===== config.mk =====
export PLATFORM = sky130hd
export DESIGN_NAME = eoi_reassert_throttle
export DESIGN_NICKNAME = d
export VERILOG_FILES = /design/src/rtl/eoi_thr_pkg.sv /design/src/rtl/eoi_walk_fsm.sv /design/src/rtl/eoi_pin_counters.sv /design/src/rtl/eoi_delay_timer.sv /design/src/rtl/eoi_reassert_throttle.sv
export SDC_FILE = /design/constraint.sdc
export NUM_CORES = 1
export LEC_CHECK = 0
export BUFFER_PORTS_ARGS = -buffer_cell sky130_fd_sc_hd__buf_2
export CAP_MARGIN = 20
export CELL_PAD_IN_SITES_DETAIL_PLACEMENT = 0
export CELL_PAD_IN_SITES_GLOBAL_PLACEMENT = 2
export CORE_UTILIZATION = 42
export CTS_BUF_LIST = sky130_fd_sc_hd__clkbuf_4 sky130_fd_sc_hd__clkbuf_8
export DETAILED_ROUTE_END_ITERATION = 7
export GPL_TIMING_DRIVEN = 0
export PLACE_DENSITY_LB_ADDON = 0.1
export SYNTH_ARGS = -nofsm -noshare
export SYNTH_HDL_FRONTEND = slang
export SYNTH_SLANG_ARGS = --single-unit

===== constraint.sdc =====
create_clock -name clk -period 14.4 [get_ports clk]
set_input_delay 4.32 -clock clk [delete_from_list [all_inputs] [get_ports clk]]
set_output_delay 4.32 -clock clk [all_outputs]
set_load 0.05 [all_outputs]

===== src/rtl/eoi_thr_pkg.sv =====
package eoi_thr_pkg;

    typedef enum logic {
        WALK_IDLE = 1'b0,
        WALK_SCAN = 1'b1
    } walk_state_t;

    function automatic int idx_width(input int n);
        return (n > 1) ? $clog2(n) : 1;
    endfunction

endpackage


===== src/rtl/eoi_walk_fsm.sv =====
module eoi_walk_fsm
    import eoi_thr_pkg::*;
#(
    parameter int NUM_PINS = 24,
    parameter int VEC_W    = 8,
    localparam int IDX_W   = idx_width(NUM_PINS)
) (
    input  logic             clk,
    input  logic             rst_n,
    input  logic             eoi_valid,
    input  logic [VEC_W-1:0] eoi_vector,
    output logic             busy,
    output logic             visit_en,
    output logic [IDX_W-1:0] visit_idx,
    output logic [VEC_W-1:0] cur_vector
);

    localparam logic [IDX_W-1:0] LAST_IDX = IDX_W'(NUM_PINS - 1);

    walk_state_t      state_q, state_d;
    logic [IDX_W-1:0] idx_q, idx_d;
    logic [VEC_W-1:0] vec_q, vec_d;

    // State register
    always_ff @(posedge clk) begin
        if (!rst_n) begin
            state_q <= WALK_IDLE;
            idx_q   <= '0;
            vec_q   <= '0;
        end else begin
            state_q <= state_d;
            idx_q   <= idx_d;
            vec_q   <= vec_d;
        end
    end

    // Next-state logic: accept, advance, finish
    always_comb begin
        state_d = state_q;
        idx_d   = idx_q;
        vec_d   = vec_q;
        unique case (state_q)
            WALK_IDLE: begin
                if (eoi_valid) begin
                    state_d = WALK_SCAN;
                    idx_d   = '0;
                    vec_d   = eoi_vector;
                end
            end
            WALK_SCAN: begin
                if (idx_q == LAST_IDX) begin
                    state_d = WALK_IDLE;
                    idx_d   = '0;
                end else begin
                    idx_d = idx_q + 1'b1;
                end
            end
            default: state_d = WALK_IDLE;
        endcase
    end

    // Outputs
    always_comb begin
        busy       = 1'b0;
        visit_en   = 1'b0;
        visit_idx  = idx_q;
        cur_vector = vec_q;
        unique case (state_q)
            WALK_IDLE: begin
                busy     = 1'b0;
                visit_en = 1'b0;
            end
            WALK_SCAN: begin
                busy     = 1'b1;
                visit_en = 1'b1;
            end
            default: begin
                busy     = 1'b0;
                visit_en = 1'b0;
            end
        endcase
    end

endmodule


===== src/rtl/eoi_pin_counters.sv =====
module eoi_pin_counters
    import eoi_thr_pkg::*;
#(
    parameter int NUM_PINS    = 24,
    parameter int STORM_LIMIT = 10000,
    localparam int IDX_W      = idx_width(NUM_PINS),
    localparam int CNT_W      = $clog2(STORM_LIMIT + 1)
) (
    input  logic                clk,
    input  logic                rst_n,
    input  logic                hit,
    input  logic [IDX_W-1:0]    hit_idx,
    input  logic                bump,
    input  logic [NUM_PINS-1:0] rewrite,
    output logic                limit_hit
);

    logic [CNT_W-1:0] cnt_q [NUM_PINS];
    logic [CNT_W:0]   cnt_next;

    // Count that the visited pin would reach if it reasserts
    always_comb begin
        cnt_next  = {1'b0, cnt_q[hit_idx]} + 1'b1;
        limit_hit = bump && (cnt_next >= (CNT_W + 1)'(STORM_LIMIT));
    end

    for (genvar g = 0; g < NUM_PINS; g++) begin : g_pin
        logic sel;
        assign sel = hit && (hit_idx == IDX_W'(g));

        always_ff @(posedge clk) begin
            if (!rst_n) begin
                cnt_q[g] <= '0;
            end else if (rewrite[g]) begin
                cnt_q[g] <= '0;
            end else if (sel) begin
                if (bump && !limit_hit) begin
                    cnt_q[g] <= cnt_next[CNT_W-1:0];
                end else begin
                    cnt_q[g] <= '0;
                end
            end
        end
    end

endmodule


===== src/rtl/eoi_delay_timer.sv =====
module eoi_delay_timer #(
    parameter int DELAY_CYCLES = 1000000,
    localparam int TW          = $clog2(DELAY_CYCLES + 1)
) (
    input  logic clk,
    input  logic rst_n,
    input  logic arm,
    output logic expire
);

    logic          running_q;
    logic [TW-1:0] left_q;

    assign expire = running_q && (left_q == '0);

    always_ff @(posedge clk) begin
        if (!rst_n) begin
            running_q <= 1'b0;
            left_q    <= '0;
        end else if (arm && (!running_q || expire)) begin
            running_q <= 1'b1;
            left_q    <= TW'(DELAY_CYCLES - 1);
        end else if (expire) begin
            running_q <= 1'b0;
        end else if (running_q) begin
            left_q <= left_q - 1'b1;
        end
    end

endmodule


===== src/rtl/eoi_reassert_throttle.sv =====
module eoi_reassert_throttle
    import eoi_thr_pkg::*;
#(
    parameter int NUM_PINS     = 24,
    parameter int VEC_W        = 8,
    parameter int STORM_LIMIT  = 10000,
    parameter int DELAY_CYCLES = 1000000
) (
    input  logic                      clk,
    input  logic                      rst_n,
    input  logic                      eoi_valid,
    input  logic [VEC_W-1:0]          eoi_vector,
    output logic                      eoi_busy,
    input  logic [NUM_PINS*VEC_W-1:0] pin_vector,
    input  logic [NUM_PINS-1:0]       pin_level,
    input  logic [NUM_PINS-1:0]       pin_masked,
    input  logic [NUM_PINS-1:0]       pin_remote,
    input  logic [NUM_PINS-1:0]       pin_pending,
    input  logic [NUM_PINS-1:0]       entry_rewrite,
    output logic [NUM_PINS-1:0]       rirr_clear,
    output logic                      svc_req,
    output logic                      svc_delayed
);

    localparam int IDX_W = idx_width(NUM_PINS);

    logic             visit_en;
    logic [IDX_W-1:0] visit_idx;
    logic [VEC_W-1:0] cur_vector;
    logic [VEC_W-1:0] vec_arr [NUM_PINS];
    logic             hit, reassert, limit_hit, arm, immediate, expire;

    for (genvar g = 0; g < NUM_PINS; g++) begin : g_unpack
        assign vec_arr[g] = pin_vector[g*VEC_W +: VEC_W];
    end

    eoi_walk_fsm #(
        .NUM_PINS (NUM_PINS),
        .VEC_W    (VEC_W)
    ) u_walk (
        .clk        (clk),
        .rst_n      (rst_n),
        .eoi_valid  (eoi_valid),
        .eoi_vector (eoi_vector),
        .busy       (eoi_busy),
        .visit_en   (visit_en),
        .visit_idx  (visit_idx),
        .cur_vector (cur_vector)
    );

    always_comb begin
        hit = visit_en && pin_level[visit_idx] && pin_remote[visit_idx]
              && (vec_arr[visit_idx] == cur_vector);
        reassert  = hit && !pin_masked[visit_idx] && pin_pending[visit_idx];
        arm       = reassert && limit_hit;
        immediate = reassert && !limit_hit;
        rirr_clear = '0;
        if (hit) rirr_clear[visit_idx] = 1'b1;
    end

    eoi_pin_counters #(
        .NUM_PINS    (NUM_PINS),
        .STORM_LIMIT (STORM_LIMIT)
    ) u_cnt (
        .clk       (clk),
        .rst_n     (rst_n),
        .hit       (hit),
        .hit_idx   (visit_idx),
        .bump      (reassert),
        .rewrite   (entry_rewrite),
        .limit_hit (limit_hit)
    );

    eoi_delay_timer #(
        .DELAY_CYCLES (DELAY_CYCLES)
    ) u_tmr (
        .clk    (clk),
        .rst_n  (rst_n),
        .arm    (arm),
        .expire (expire)
    );

    assign svc_req     = immediate || expire;
    assign svc_delayed = expire;

endmodule


==> results.json <==
{
  "status": "complete, no violations",
  "async_flop_share": 0,
  "cts_hold_buf": 0,
  "worstPathArrival_ps": 8520,
  "syn_area_per_cell_um2": 11.86,
  "relSlewSlack": 0.2153,
  "cts_buffers": 67,
  "start_kind": "primary input",
  "cts.clk_slew.worst_paths_ps": 50,
  "slew_violations": 0,
  "fp-row-count": 79,
  "drt-pass1-iter-count": 5,
  "core_um2": 46850,
  "worst_ep_required_time_ps": 10080,
  "finalSetupTns_ps": 0,
  "drc": 0,
  "vias": 16350,
  "die_w_um": 220.7,
  "r2r-start": "u_walk.visit_idx[1]$_SDFFE_PN0N_",
  "end_kind": "primary output",
  "antenna_found_initial": 5,
  "fin_skew_ps": 50.00,
  "cp_max_fo": 10,
  "cts_sinks": 376,
  "clk_latency_ps": 670,
  "ctsResizeCount": 0,
  "yosysTopAreaCell": "edfxtp_1",
  "synth_area_um2": 20090,
  "reg2reg_depth": 13,
  "slowest_delay_ps": 660,
  "synth_top_area_frac": 0.5023,
  "min_from": "u_walk.cur_vector[7]$_SDFFE_PN0P_",
  "syn-instance-count": 1694,
  "grt_pass1_wl_mm": 115.4,
  "ys_seq_area_frac": 0.5422,
  "drt_iter0_drc": 1425,
  "maxCapViolCount": 0,
  "cts_max_level": 3,
  "path_cells": "buf_2, nand2_1, mux4_2, mux4_2, o2bb2ai_1, o21ai_0, nor4_1, nand3_1, inv_1, buf_1, a31o_2, buf_2",
  "cts_setup_buffers": 0,
  "regToRegSetupSlack_ps": 8090,
  "gr-total-overflow": 0,
  "syn_nets": 2024,
  "hold_path.class": "reg2reg",
  "dpl_cell_area_um2": 22590,
  "cts_tree": "done",
  "routed_wirelength_mm": 81.20,
  "area_growth_pct": 19.32,
  "place.gp.congestion": 0.9563,
  "drtAntennaViolNets": 0,
  "min_to": "u_walk.cur_vector[7]$_SDFFE_PN0P_",
  "ys_ff_latch": 376,
  "clockRootBuffer": "clkbuf_8",
  "dieArea_um2": 48700,
  "reg2reg_to": "u_cnt.cnt_q[0][12]$_SDFFCE_PP0P_",
  "crit_family": "buffers and inverters",
  "dp.final_hpwl_mm": 62.85,
  "drive_gt1_frac": 0.3193,
  "hold_violations": 0,
  "leakagePower_uw": 0.008924,
  "finalSetupViolCount": 0,
  "die_h_um": 220.7,
  "final.min_clock_period_ps": 12840,
  "io_buffer_count": 349,
  "fin_crit_sh": 0.8915,
  "fmax_mhz": 77.90,
  "finalInstanceArea_um2": 23970,
  "via_per_inst": 5.893,
  "synth_ff_type": "edfxtp_1",
  "yosysUniqueCellTypes": 76,
  "grt_max_degree": 15,
  "hold_depth": 2,
  "ys_warn_count": 0,
  "synthTopCellsByArea": "edfxtp_1 50%, mux4_2 12%, nor2_1 7.2%",
  "critical_path_buf_inv_count": 4,
  "grt_pass1_vias": 16650,
  "crit_slowest_cell": "buf_1",
  "fin_nets": 2442,
  "powerDensity_nw_per_um2": 105.3,
  "crit_cells": 12,
  "start_util": 0.4287,
  "mostFrequentLayoutCells": "395 x buf_2, 385 x nor2_1, 336 x edfxtp_1",
  "drt-wirelength-per-cell_um": 29.26,
  "cts_buffer_depth": 3,
  "worstMarginPinSlew_ps": 1177,
  "irDropWorstVdd_mv": 0.05879,
  "final_common_cell": "buf_2",
  "path_class": "in2out",
  "synth_edf_count": 336,
  "boundaryPins": 350,
  "rsz0062_at_grt": "no",
  "grtUsageTotal": 0.3396
}
[report_power, final]
group          leakage (uW)  internal (uW)  total, uW  switching (uW)
sequential          0.00406           1230       1240            13.8
clock              0.000731            570       1030             464
combinational       0.00413            104        249             145
[worst reg2reg max path: stages (launching register included)]
cell	delay, ps
dfxtp_1	350
buf_2	260
buf_2	370
buf_2	390
buf_1	570
clkbuf_1	560
a32oi_1	310
mux4_2	530
o22ai_1	410
nand3_1	600
inv_1	300
buf_1	660
nand2_1	400
nor4_1	370
[sequential cells by signal, summed over array words and instances (netlist names), named ones only]
name               count
u_cnt.cnt_q          336
u_tmr.left_q          20
u_tmr.running_q        1
u_walk.cur_vector      8
u_walk.visit_idx       5
u_walk.state_q         1
[routing by layer]
layer | part of all wire | wire (um) | track usage | up-vias
met4 | 0.049 | 3998 | 0.1715 | 4
met1 | 0.38 | 31180 | 0.4082 | 8244
met2 | 0.50 | 40930 | 0.5843 | 795
met3 | 0.062 | 5071 | 0.05966 | 144
met5 | 0.00027 | 22 | 0 | -
li1 | - | - | - | 7167
[cell usage after synthesis (8+ instances only)]
library cell	number
nor2b_1	16
nand3_1	22
edfxtp_1	336
buf_6	8
mux4_2	106
and3_1	8
or2_2	12
mux2i_1	67
o21ai_0	23
buf_4	8
a22oi_1	20
xor2_1	8
buf_2	46
or3_1	40
nor4_1	34
inv_1	29
nand2_1	122
and2_1	28
dfxtp_1	40
a32oi_1	10
nand4_1	15
mux2_2	25
buf_1	16
nand2b_1	8
xnor2_1	18
a21oi_1	41
nor3_1	23
clkbuf_1	49
nor2_1	385
o22ai_1	12
[cells by family (layout without fill, tap and decap cells)]
kind of cell | count (synthesis) | count (layout) | share of synthesized area
AND/OR/NAND/NOR | 746 | 746 | 0.1715
other | 0 | 4 | 0
buffers and inverters | 160 | 630 | 0.03781
multiplexers | 203 | 203 | 0.1706
flip-flops | 376 | 376 | 0.5422
XOR/XNOR | 26 | 26 | 0.01134
adder cells (fa/ha/maj) | 7 | 7 | 0.004360
AO/OA/AOI/OAI | 176 | 176 | 0.06223
[area by class of cell]
class | count | area (um^2)
antenna | 4 | 10.01
timing repair buffer | 349 | 1747
sequential | 376 | 10890
inverter | 32 | 120.1
multi-input combinational | 1158 | 8436
clock buffer | 101 | 1190
fill | 4263 | 22890
clock inverter | 20 | 173.9
buffer | 128 | 639.4
tap | 607 | 759.5
[through the flow]
step / power, uW / setup WS, ps / hold WS [ps] / util / cells
global route: 2594 / 1420 / 505.6 / 0.5114 / 2773
detailed placement: 1511 / 1664 / 463.4 / 0.4822 / 2650
finish: 2523 / 1563 / 471.2 / 0.5115 / 2775
CTS: 2532 / 1659 / 470.8 / 0.5113 / 2771
global placement: 1507 / 1707 / 460.1 / 0.4822 / 2650
floorplan: 1385 / 3063 / 436.3 / - / 1694
[how the worst max path moves through the flow]
stage	from	to	slack, ps
6_report	pin_level[8]	svc_req	1560
4_1_cts	pin_vector[112]	svc_req	1660
5_1_grt	pin_vector[112]	svc_req	1420
3_5_place_dp	pin_vector[112]	svc_req	1660
3_3_place_gp	pin_remote[7]	svc_req	1710
2_1_floorplan	pin_vector[59]	rirr_clear[4]	3060
No activity file was read; power rests on OpenSTA's default activity.
